$ cat src/rtl/backoff_pkg.sv
package backoff_pkg;
  localparam int SLOT_W = 6;

  typedef enum logic [1:0] {
    ST_IDLE    = 2'd0,
    ST_JAM     = 2'd1,
    ST_BACKOFF = 2'd2
  } bo_state_e;

  typedef struct packed {
    logic              jam_low;
    logic              det;
    logic [SLOT_W-1:0] addr;
  } bo_cfg_t;
endpackage

$ cat src/rtl/bo_lfsr.sv
module bo_lfsr #(
  parameter int          W     = 16,
  parameter logic [W-1:0] TAPS = 16'hB400,
  parameter logic [W-1:0] SEED = 16'hACE1,
  parameter int          OUT_W = 6
) (
  input  logic             clk,
  input  logic             rst_n,
  output logic [OUT_W-1:0] low_o
);
  logic [W-1:0] q;
  logic         fb;

  assign fb    = ^(q & TAPS);
  assign low_o = q[OUT_W-1:0];

  always_ff @(posedge clk or negedge rst_n) begin
    if (!rst_n)          q <= SEED;
    else if (q == '0)    q <= SEED;
    else                 q <= {q[W-2:0], fb};
  end

  p_lfsr_nonzero_r8: assert property (@(posedge clk) disable iff (!rst_n) q != '0);
endmodule

$ cat src/rtl/bo_jam_ctr.sv
module bo_jam_ctr #(
  parameter int CRC_LEN = 16
) (
  input  logic clk,
  input  logic rst_n,
  input  logic start_i,
  input  logic active_i,
  input  logic bit_en_i,
  output logic done_o
);
  localparam int CW = $clog2(CRC_LEN + 1);
  logic [CW-1:0] cnt_q;

  always_ff @(posedge clk or negedge rst_n) begin
    if (!rst_n)                                  cnt_q <= '0;
    else if (start_i)                            cnt_q <= CW'(CRC_LEN);
    else if (active_i && bit_en_i && cnt_q != 0) cnt_q <= cnt_q - 1'b1;
  end

  assign done_o = active_i && bit_en_i && (cnt_q == CW'(1));

  p_jam_hold_r3: assert property (@(posedge clk) disable iff (!rst_n)
    (active_i && !bit_en_i && !start_i) |=> $stable(cnt_q));
  p_jam_live_r3: assert property (@(posedge clk) disable iff (!rst_n)
    active_i |-> cnt_q != '0);
endmodule

$ cat src/rtl/bo_slot_pick.sv
module bo_slot_pick
  import backoff_pkg::*;
(
  input  logic              det_i,
  input  logic [SLOT_W-1:0] addr_i,
  input  logic [SLOT_W-1:0] rnd_i,
  output logic [SLOT_W-1:0] slot_o,
  output logic              skip_o
);
  always_comb begin
    skip_o = 1'b0;
    if (det_i) begin
      slot_o = addr_i;
      skip_o = (addr_i == '0);
    end else if (rnd_i == '0) begin
      slot_o = SLOT_W'(1);
    end else begin
      slot_o = rnd_i;
    end
  end
endmodule

$ cat src/rtl/bo_slot_ctr.sv
module bo_slot_ctr #(
  parameter int W = 6
) (
  input  logic         clk,
  input  logic         rst_n,
  input  logic         load_i,
  input  logic [W-1:0] load_val_i,
  input  logic         active_i,
  input  logic         tick_i,
  output logic         done_o
);
  logic [W-1:0] cnt_q;

  always_ff @(posedge clk or negedge rst_n) begin
    if (!rst_n)                                cnt_q <= '0;
    else if (load_i)                           cnt_q <= load_val_i;
    else if (active_i && tick_i && cnt_q != 0) cnt_q <= cnt_q - 1'b1;
  end

  assign done_o = active_i && tick_i && (cnt_q == W'(1));

  p_slot_hold_r11: assert property (@(posedge clk) disable iff (!rst_n)
    (!active_i && !load_i) |=> $stable(cnt_q));
endmodule

$ cat src/rtl/csmacd_backoff.sv
module csmacd_backoff
  import backoff_pkg::*;
#(
  parameter int               CRC_LEN   = 16,
  parameter int               LFSR_W    = 16,
  parameter logic [LFSR_W-1:0] LFSR_TAPS = 16'hB400,
  parameter logic [LFSR_W-1:0] LFSR_SEED = 16'hACE1
) (
  input  logic       clk,
  input  logic       rst_n,
  input  logic [7:0] cfg_i,
  input  logic       coll_i,
  input  logic       bit_en_i,
  input  logic       crc_bit_i,
  input  logic       slot_tick_i,
  output logic       jam_sel_o,
  output logic       jam_bit_o,
  output logic       retry_o,
  output logic       busy_o
);
  bo_state_e         state_q, state_d;
  bo_cfg_t           cfg_q;
  logic              retry_q;
  logic              coll_take, jam_done, slot_done, skip, slot_active;
  logic [SLOT_W-1:0] rnd_low, slot_val;

  assign coll_take   = coll_i && (state_q == ST_IDLE || state_q == ST_BACKOFF);
  assign slot_active = (state_q == ST_BACKOFF) && !coll_i;

  bo_lfsr #(.W(LFSR_W), .TAPS(LFSR_TAPS), .SEED(LFSR_SEED), .OUT_W(SLOT_W)) u_lfsr (
    .clk(clk), .rst_n(rst_n), .low_o(rnd_low));

  bo_jam_ctr #(.CRC_LEN(CRC_LEN)) u_jam (
    .clk(clk), .rst_n(rst_n), .start_i(coll_take),
    .active_i(state_q == ST_JAM), .bit_en_i(bit_en_i), .done_o(jam_done));

  bo_slot_pick u_pick (
    .det_i(cfg_q.det), .addr_i(cfg_q.addr), .rnd_i(rnd_low),
    .slot_o(slot_val), .skip_o(skip));

  bo_slot_ctr #(.W(SLOT_W)) u_slot (
    .clk(clk), .rst_n(rst_n), .load_i(jam_done && !skip), .load_val_i(slot_val),
    .active_i(slot_active), .tick_i(slot_tick_i), .done_o(slot_done));

  always_comb begin
    state_d = state_q;
    unique case (state_q)
      ST_IDLE:    if (coll_i) state_d = ST_JAM;
      ST_JAM:     if (jam_done) state_d = skip ? ST_IDLE : ST_BACKOFF;
      ST_BACKOFF: begin
        if (coll_i)         state_d = ST_JAM;
        else if (slot_done) state_d = ST_IDLE;
      end
      default:    state_d = ST_IDLE;
    endcase
  end

  always_ff @(posedge clk or negedge rst_n) begin
    if (!rst_n) begin
      state_q <= ST_IDLE;
      cfg_q   <= '0;
      retry_q <= 1'b0;
    end else begin
      state_q <= state_d;
      retry_q <= slot_done;
      if (coll_take) cfg_q <= bo_cfg_t'(cfg_i);
    end
  end

  assign busy_o    = (state_q != ST_IDLE);
  assign jam_sel_o = (state_q == ST_JAM);
  assign jam_bit_o = cfg_q.jam_low ? 1'b0 : crc_bit_i;
  assign retry_o   = retry_q;

  p_coll_take_r2: assert property (@(posedge clk) disable iff (!rst_n)
    (!busy_o && coll_i) |=> (busy_o && jam_sel_o));
  p_coll_in_jam_r9: assert property (@(posedge clk) disable iff (!rst_n)
    (jam_sel_o && coll_i && !jam_done) |=> jam_sel_o);
  p_restart_r10: assert property (@(posedge clk) disable iff (!rst_n)
    (busy_o && !jam_sel_o && coll_i) |=> (jam_sel_o && !retry_o));
  p_retry_idle_r5: assert property (@(posedge clk) disable iff (!rst_n)
    retry_o |-> !busy_o);
  p_retry_pulse_r11: assert property (@(posedge clk) disable iff (!rst_n)
    retry_o |=> !retry_o);
  p_slot_nonzero_r7: assert property (@(posedge clk) disable iff (!rst_n)
    (jam_done && !skip) |-> slot_val != '0);
  p_cfg_hold_r12: assert property (@(posedge clk) disable iff (!rst_n)
    (busy_o && !coll_take) |=> $stable(cfg_q));
endmodule

$ cat config.mk
export PLATFORM = sky130hd
export DESIGN_NAME = csmacd_backoff
export DESIGN_NICKNAME = d
export VERILOG_FILES = /design/src/rtl/backoff_pkg.sv /design/src/rtl/bo_lfsr.sv /design/src/rtl/bo_jam_ctr.sv /design/src/rtl/bo_slot_pick.sv /design/src/rtl/bo_slot_ctr.sv /design/src/rtl/csmacd_backoff.sv
export SDC_FILE = /design/constraint.sdc
export NUM_CORES = 1
export LEC_CHECK = 0
export ABC_AREA = 1
export BUFFER_PORTS_ARGS = -buffer_cell sky130_fd_sc_hd__clkbuf_2
export CAP_MARGIN = 5
export CELL_PAD_IN_SITES_DETAIL_PLACEMENT = 1
export CELL_PAD_IN_SITES_GLOBAL_PLACEMENT = 1
export CORE_ASPECT_RATIO = 2
export CORE_UTILIZATION = 44
export DETAILED_ROUTE_END_ITERATION = 8
export PLACE_DENSITY = 0.87
export SLEW_MARGIN = 20
export SYNTH_ARGS = -nofsm -noshare
export SYNTH_HDL_FRONTEND = slang
export SYNTH_SLANG_ARGS = --single-unit
$ cat constraint.sdc
create_clock -name clk -period 1.7 [get_ports clk]
set_clock_uncertainty 0.2 [all_clocks]
set_input_delay 0.34 -clock clk [delete_from_list [all_inputs] [get_ports clk]]
set_output_delay 0.34 -clock clk [all_outputs]
set_load 0.01 [all_outputs]
## Yosys cells after proc, flatten, opt, wreduce, memory -nomap -nowiden

Index checks and enable logic that the tools add are counted.

| word-level totals | value |
|---|---|
| register bits | 38 |
| latch bits | 0 |
| bits in writable memories | 0 |
| bits in read-only memories | 0 |
| bits of input ports | 14 |
| output and inout port bits | 4 |
| logic and storage cells | 55 |
| memories | 0 |

| cells by class | value |
|---|---|
| add/subtract/negate cells | 2 |
| multipliers | 0 |
| divide/modulo/power cells | 0 |
| order comparisons | 0 |
| eq/ne operators | 7 |
| shift operators | 0 |
| mux-type cells | 15 |
| bitwise logic cells | 0 |
| reduce and logical (&&, ||, !) cells | 23 |

Operators by type and width:

| kind | count |
|---|---|
| $mux W6 | 4 |
| $logic_not A16 Y1 | 1 |
| $mux W16 | 1 |
| $reduce_xor A16 Y1 | 1 |
| $logic_not A6 Y1 | 2 |
| $mux W2 | 5 |
| $mux W5 | 2 |
| $logic_and A1 B1 Y1 | 9 |
| $eq A6 B1 Y1 const B | 1 |
| $pmux W2 S3 | 1 |
| $reduce_bool A2 Y1 | 3 |
| $reduce_bool A6 Y1 | 1 |
| $sub A6 B1 Y6 const B | 1 |
| $eq A5 B1 Y1 const B | 1 |
| $reduce_bool A5 Y1 | 1 |
| $sub A5 B1 Y5 const B | 1 |
| $ne A2 B2 Y1 const B | 2 |
| $ne A3 B3 Y1 const B | 1 |
| $reduce_and A3 Y1 | 1 |
| $eq A2 B1 Y1 const B | 1 |
| $eq A2 B2 Y1 const B | 1 |
| $logic_not A1 Y1 | 2 |
| $logic_not A2 Y1 | 1 |
| $mux W1 | 2 |
| $logic_or A1 B1 Y1 | 1 |

## Longest topological paths before layout

Gate-level depths: netlist of run 1.

| depth | value |
|---|---|
| word-level depth | 7 |
| mapped depth | 11 |

## Hierarchy

Synthesis of run 1 repeated with hierarchy kept, for this count alone.

| unflattened totals | value |
|---|---|
| cell total of the unflattened synthesis | 251 |
| area total of the unflattened synthesis | 2047.0 sq um |

Modules (own cells, without submodules):

| module | instances | cells each | area an instance (sq um) | sequential area each (sq um) |
|---|---|---|---|---|
| bo_lfsr | 1 | 67 | 651.9 | 410.4 |
| bo_slot_ctr | 1 | 62 | 464.2 | 150.1 |
| csmacd_backoff | 1 | 54 | 455.4 | 275.3 |
| bo_jam_ctr | 1 | 41 | 342.8 | 125.1 |
| bo_slot_pick | 1 | 27 | 132.6 | 0.0 |

## Least setup slack after synthesis of run 1

Ideal clock, no wire load.

| timing path | value |
|---|---|
| path type | register to register |
| from | register u_jam.cnt_q[1] |
| to | register u_slot.cnt_q[4] |
| data arrival time | 1254 ps |
| required time | 1383 ps |
| path slack | 128 ps |
| stages on the path, launching flop included | 12 |
| buffers on the path | 0 |
| period minus slack after synthesis | 1572 ps |
| cell sequence | dfrtp_1 inv_1 ha_1 inv_1 nor2_1 nand2_1 nor2_8 nand2_8 nand2_8 inv_4 nand2_1 nand2_1 |

| between the ends | value |
|---|---|
| word-level cells in the longest chain between the ends | 4 |
| elaborated cells between the ends (all ways) | 5 |
| classes of those cells | eq/ne (1); mux (1); reduce/logical (3) |

Ends and longest elaborated chain:

| what | line | source |
|---|---|---|
| from (decl) | bo_jam_ctr.sv:12 | `logic [CW-1:0] cnt_q;` |
| from (signal assigned) | bo_jam_ctr.sv:16 | `else if (start_i) cnt_q <= CW'(CRC_LEN);` |
| from (signal assigned) | bo_jam_ctr.sv:17 | `else if (active_i && bit_en_i && cnt_q != 0) cnt_q <= cnt_q - 1'b1;` |
| $eq A5 B1 Y1 * | bo_jam_ctr.sv:20 | `assign done_o = active_i && bit_en_i && (cnt_q == CW'(1));` |
| $logic_and A1 B1 Y1 * | bo_jam_ctr.sv:20 |  |
| $logic_and A1 B1 Y1 * | csmacd_backoff.sv:42 | `.clk(clk), .rst_n(rst_n), .load_i(jam_done && !skip), .load_val_i(slot_val),` |
| $mux W6 or $reduce_bool A2 Y1 (tied branches) | - |  |
| to (signal assigned) | bo_slot_ctr.sv:16 | `else if (load_i) cnt_q <= load_val_i;` |
| to (signal assigned) | bo_slot_ctr.sv:17 | `else if (active_i && tick_i && cnt_q != 0) cnt_q <= cnt_q - 1'b1;` |
| to (decl) | bo_slot_ctr.sv:12 | `logic [W-1:0] cnt_q;` |

Mark *: on every way between the ends. The rest lies on a longest branch, timed or not.
A chain may end at the register's enable or synchronous reset.

## Worst setup path after layout of run 1

| timing path | value |
|---|---|
| from | register u_jam.cnt_q[1] |
| to | register u_slot.cnt_q[5] |

The elaborated chain is that of the path after synthesis.

==> flow_summary.toml, run 1 <==
[logic_synthesis]
yosysTopAreaCell = "dfrtp_1"
yosysUniqueCellTypes = 38
synth_area_leaders = "dfrtp_1, dfstp_2, nand2_1, inv_1, nor2_1"
syn_area_um2 = 1960
yosys_warnings = 0
synth_top_area_frac = 0.383
seq_area_frac_synth = 0.490
syn_avg_cell_area_um2 = 8.79
ys_ff_latch = 38
synth.net_count = 243
synthCells = 223

[timing]
hold_ws_ns = 0.0651
fmax_ghz = 0.582
min_period_ns = 1.72
final-setup-viol-count = 2
rsz0062_at_grt = "true"
tns_ns = -0.0258
final_hold_viol_count = 0
max-slew-margin-rel = 0.780
final.setup.worst_slack_ns = -0.0180
fin_crit_sh = 1.01
worst_pin_slew_ns = 0.330
report.final.slew_viol_count = 0

[die]
pin_count = 18
die_w_um = 49.2
die_area_um2 = 4740
rows = 34
fp.dieH_um = 96.4
coreArea_um2 = 4300
initial_core_util = 0.456

[placement]
io_buffers = 17
dp_slack_ns = -0.0190
dp_hpwl_um = 3200
placed_area_um2 = 2100
dpl.cell_count = 288
place_congestion = 0.798

[global_routing]
gr-total-overflow = 0
grt_start_max_net_pins = 39
grt_pass1_wl_um = 7580
antenna_found_initial = 0
grt_util_all_layers = 0.214
first_global_vias = 1683

[power]
switching_power_mw = 1.39
internal_power_mw = 2.16
vdd_ir_drop_max_mv = 0.894
switching_share = 0.392
power_frac_clock = 0.222
p_comb_frac = 0.389
total_power_mw = 3.55
p_seq_frac = 0.389
p_per_area_nw_per_um2 = 1530
cellLeakagePower_nw = 1.20

[finish]
final_util = 0.539
instances_no_fill = 302
nNetsFinal = 267
stdcell_area_um2 = 2320
n_antenna_cell = 0
area_delta_synth_final_pct = 18.2
drive_above_1_share = 0.294

[detailed_routing]
drcViolationCount = 0
vias_per_cell = 4.93
routed_wl_um = 4500
final_antenna_net_count = 0
vias = 1488
drt_iter0_drc = 19
wl_per_cell_um = 14.9
dr.pass1.iters = 4

[critical_path]
worstPathCellList = "inv_2, ha_4, inv_2, nor2_2, nand2_2, nor2_8, nand2_8, nand3_1, nand2_1, nand2_1, nand2_1"
crit_required_ns = 1.69
crit_type = "reg2reg"
arrival_ns = 1.70
critical_path.max_stage_delay_ns = 0.40
end_kind = "flip-flop"
crit_top_cell = "nand2_1"
critPathMaxFanout = 8
setup.worst_path.start_class = "flip-flop"
cpMaxStageDelayCell = "dfrtp_1"

[cts]
cts_made_buffers = 5
clkLatencyLatePin_ns = 0.29
cts_tree = "done"
htreeDepth = 2
clock-root-buffer = "clkbuf_8"
cts_sinks = 38
clkTransAtPathRegs_ns = 0.08
clockBufferDepth = 2

[run_status]
violations = "negative setup slack"
status = "finished with violations"

[job]
drv_cap = 0

[min_path]
min_path_type = "in2reg"
## layer usage
metal | track usage | share of wire
met4 | 0.0980 | 0.016
met1 | 0.224 | 0.37
met5 | 0 | 0
met3 | 0.0407 | 0.016
met2 | 0.403 | 0.60
## cell usage in the layout, fill, tap and decap left out, types with 3 or more instances in the layout
cell type	netlist	layout
clkbuf_8	0	6
ha_1	6	5
dfrtp_1	30	29
o21ai_1	3	3
nand2_2	1	3
nand2_1	46	43
nand2_4	2	3
nand3_2	2	3
nand3_1	18	17
inv_2	3	7
inv_1	29	25
a21oi_1	6	6
o21ai_0	7	7
dfstp_2	8	8
buf_4	1	8
nor2_1	25	24
clkbuf_2	0	17
## logic make-up (layout without fill, tap and decap cells)
family	count (synthesis)	after routing	share of synthesized area
AND/OR/NAND/NOR	109	109	0.291
buffers and inverters	44	69	0.0920
flip-flops	38	38	0.490
AO/OA/AOI/OAI	18	18	0.0492
adder cells (fa/ha/maj)	6	6	0.0383
XOR/XNOR	4	4	0.0179
multiplexers	4	4	0.0217
## worst paths after layout
| path | slack [ns] | to | from | cells after the start |
|---|---|---|---|---|
| hold / removal | 0.07 | cfg_q[4]$_DFFE_PN0P_ | cfg_i[4] | 2 |
| min in group asynchronous | 0.37 | u_lfsr.q[12]$_DFF_PN0_ | rst_n | 3 |
| hold reg to reg | 0.19 | u_lfsr.q[8]$_DFF_PN0_ | u_lfsr.q[7]$_DFF_PN1_ | 0 |
| setup / recovery | -0.02 | u_slot.cnt_q[5]$_DFFE_PN0P_ | u_jam.cnt_q[1]$_DFFE_PN0P_ | 11 |
| max in group asynchronous | 0.67 | u_lfsr.q[7]$_DFF_PN1_ | rst_n | 3 |
| setup reg to reg | -0.02 | u_slot.cnt_q[5]$_DFFE_PN0P_ | u_jam.cnt_q[1]$_DFFE_PN0P_ | 11 |
## cells in the mapped netlist, drive strengths merged
library cell  number
dfstp              8
nor4               1
clkinv             1
dfrtp             30
nand2             51
ha                 6
xor2               2
and2               1
mux2               2
inv               33
o21a               1
nand3             21
o21ai             10
nand4              3
a21oi              7
or2                1
mux2i              2
nor3               4
buf                3
clkbuf             7
nor2              27
xnor2              2
## power groups by stage
| stage | sequential [mW] | clock (mW) | combinational (mW) |
|---|---|---|---|
| finish | 1.38 | 0.788 | 1.38 |
| global route | 1.41 | 0.852 | 1.56 |
| CTS | 1.36 | 0.820 | 1.27 |
| detailed placement | 1.37 | 0 | 1.22 |
| global placement | 1.35 | 0 | 1.15 |
| floorplan | 1.28 | 0 | 0.958 |
## critical path, delay by kind of cell, from the launching register on
family	cells	cell delay (ns)
simple gates	8	0.73
flops	1	0.40
buf+inv	2	0.14
fa+ha+maj	1	0.15
## area by class of cell
cell class,count,area (µm²)
clock buffers,7,86.3
clock inverters,1,30.0
fillers,525,1980
inverters,34,133
multi-input cells,141,862
flip-flops and latches,38,962
well taps,54,67.6
repair buffers,27,175
## repair_timing
item                       in CTS  in global routing
gates resized for setup         2                 14
hold buffers                    1                  0
cloned                          0                  0
setup buffers                   2                  3
hold endpoints to repair       30                  0
pin swaps                       1                  8
setup endpoints to repair       5                 12
## state kept, by name, summed over array words and instances (netlist names)
name,cells
u_lfsr.q,16
cfg_q,8
u_slot.cnt_q,6
u_jam.cnt_q,5
state_q,2
retry_o,1
Note: power is estimated with default switching activity, not from simulation.
==> run 2: changes to the inputs <==
--- a/config.mk
+++ b/config.mk
@@ -7,12 +7,13 @@
 export LEC_CHECK = 0
 export ABC_AREA = 1
 export BUFFER_PORTS_ARGS = -buffer_cell sky130_fd_sc_hd__clkbuf_2
-export CAP_MARGIN = 5
+export CAP_MARGIN = 20
 export CELL_PAD_IN_SITES_DETAIL_PLACEMENT = 1
 export CELL_PAD_IN_SITES_GLOBAL_PLACEMENT = 1
 export CORE_ASPECT_RATIO = 2
 export CORE_UTILIZATION = 44
 export DETAILED_ROUTE_END_ITERATION = 8
+export MAX_ROUTING_LAYER = met4
 export PLACE_DENSITY = 0.87
 export SLEW_MARGIN = 20
 export SYNTH_ARGS = -nofsm -noshare
==> run 2 against run 1 <==
- the run still ends with negative setup slack left
- non-clock buffer count unchanged
- sequential share of layout area is the same
- design area stayed put
- worst hold slack about the same
- routed wire length is essentially flat
- combinational power barely moved
- worst setup slack improved by 0.0010 ns
- largest cell class unchanged
==> flow_summary.toml, run 2 (synthesized netlist as in run 1, its figures left out) <==
[finish]
largest_register_ffs = 16
most-common-layout-cells = "nand2_1, dfrtp_1, inv_1, nor2_1"
n_antenna_cell = 0
area_delta_synth_final_pct = 18.2
drive_above_1_share = 0.294
final_common_cell = "nand2_1"
final_util = 0.539
largest-register = "u_lfsr.q"
instances_no_fill = 302
nNetsFinal = 267
largestRegisters = "u_lfsr.q: 16 flops, cfg_q: 8 flops, u_slot.cnt_q: 6 flops"

[placement]
dp_hpwl_um = 3200
io_buffers = 17
dpl.cell_count = 288
place_congestion = 0.809

[cts]
cts_made_buffers = 5
clockBufferDepth = 2
clock-root-buffer = "clkbuf_8"
cts_tree = "done"
clkLatencyLatePin_ns = 0.29
cts_sinks = 38
htreeDepth = 2
clkTransAtPathRegs_ns = 0.08

[run_status]
status = "finished with violations"
violations = "negative setup slack"

[detailed_routing]
drcViolationCount = 0
vias_per_cell = 4.92
dr.pass1.iters = 4
routed_wl_um = 4510
wl_per_cell_um = 14.9
vias = 1487
drt_iter0_drc = 19
final_antenna_net_count = 0

[global_routing]
first_global_vias = 1687
grt_pass1_wl_um = 7570
antenna_found_initial = 0
grt_start_max_net_pins = 39
grt_util_all_layers = 0.220
gr-total-overflow = 0

[job]
drv_cap = 0

[critical_path]
end_kind = "flip-flop"
crit_type = "reg2reg"
worst-r2r-cell-count = 11
arrival_ns = 1.70
crit_required_ns = 1.69
critPathMaxFanout = 8
setup.worst_path.start_class = "flip-flop"
reg2reg_slack_ns = -0.02

[timing]
report.final.slew_viol_count = 0
tns_ns = -0.0238
fin_crit_sh = 1.01
rsz0062_at_grt = "true"
min_period_ns = 1.72
final-setup-viol-count = 2
final_hold_viol_count = 0
worst_pin_slew_ns = 0.330
final.setup.worst_slack_ns = -0.0169
fmax_ghz = 0.582
max-slew-margin-rel = 0.780

[die]
initial_core_util = 0.456
die_w_um = 49.2
coreArea_um2 = 4300
rows = 34
die_area_um2 = 4740
pin_count = 18
fp.dieH_um = 96.4

[power]
vdd_ir_drop_max_mv = 0.894
cellLeakagePower_nw = 1.20
p_per_area_nw_per_um2 = 1540

[min_path]
min_path_type = "in2reg"
hold_depth = 2
run 2: critical path, cell delays in order, from the launching register on:
cell     delay, ns
dfrtp_1       0.40
inv_2         0.11
ha_4          0.15
inv_2         0.03
nor2_2        0.10
nand2_2       0.09
nor2_8        0.18
nand2_8       0.09
nand3_1       0.09
nand2_1       0.07
nand2_1       0.06
nand2_1       0.05
run 2: power breakdown:
group,total [mW],internal [mW],leakage [nW],switching [mW]
logic,1.38,0.547,0.706,0.836
registers,1.38,1.13,0.435,0.248
clock network,0.789,0.478,0.0585,0.311
run 2: final timing paths:
path / from / end
max: u_jam.cnt_q[1]$_DFFE_PN0P_ / u_slot.cnt_q[5]$_DFFE_PN0P_
max reg2reg: u_jam.cnt_q[1]$_DFFE_PN0P_ / u_slot.cnt_q[5]$_DFFE_PN0P_
min: cfg_i[4] / cfg_q[4]$_DFFE_PN0P_
max in group asynchronous: rst_n / u_lfsr.q[5]$_DFF_PN1_
min reg2reg: u_lfsr.q[7]$_DFF_PN1_ / u_lfsr.q[8]$_DFF_PN0_
min in group asynchronous: rst_n / u_lfsr.q[12]$_DFF_PN0_
run 2: repair_timing:
action | 4_1_cts | 5_1_grt
resized for setup | 2 | 14
hold buffers | 1 | 0
setup endpoints to repair | 5 | 12
gates cloned | 0 | 0
buffers inserted | 2 | 3
endpoints found under the hold margin | 30 | 0
pin swaps | 1 | 8
run 2: cell type report:
type	count	area [µm²]
clock buffer	7	86.3
clock inverter	1	30.0
fill	525	1980
inverter	34	133
multi-input combinational	141	862
sequential	38	962
tap	54	67.6
timing repair buffer	27	175
run 2: per-layer routing:
metal,wire length (µm),GRT usage
met5,0,-
met3,72,0.0407
met4,73,0.0980
met1,1670,0.224
met2,2690,0.402
run 2: per-stage QoR:
stage | power [mW] | hold slack [ns] | setup WS (ns) | cell area (µm²)
after global placement | 2.50 | 0.126 | 0.0534 | 2100
after CTS | 3.44 | 0.0571 | 0.00656 | 2250
after detailed placement | 2.59 | 0.130 | -0.0190 | 2100
after floorplan | 2.24 | -0.156 | 0.128 | 1960
final | 3.56 | 0.0651 | -0.0169 | 2320
after global routing | 3.82 | 0.0652 | -0.107 | 2320
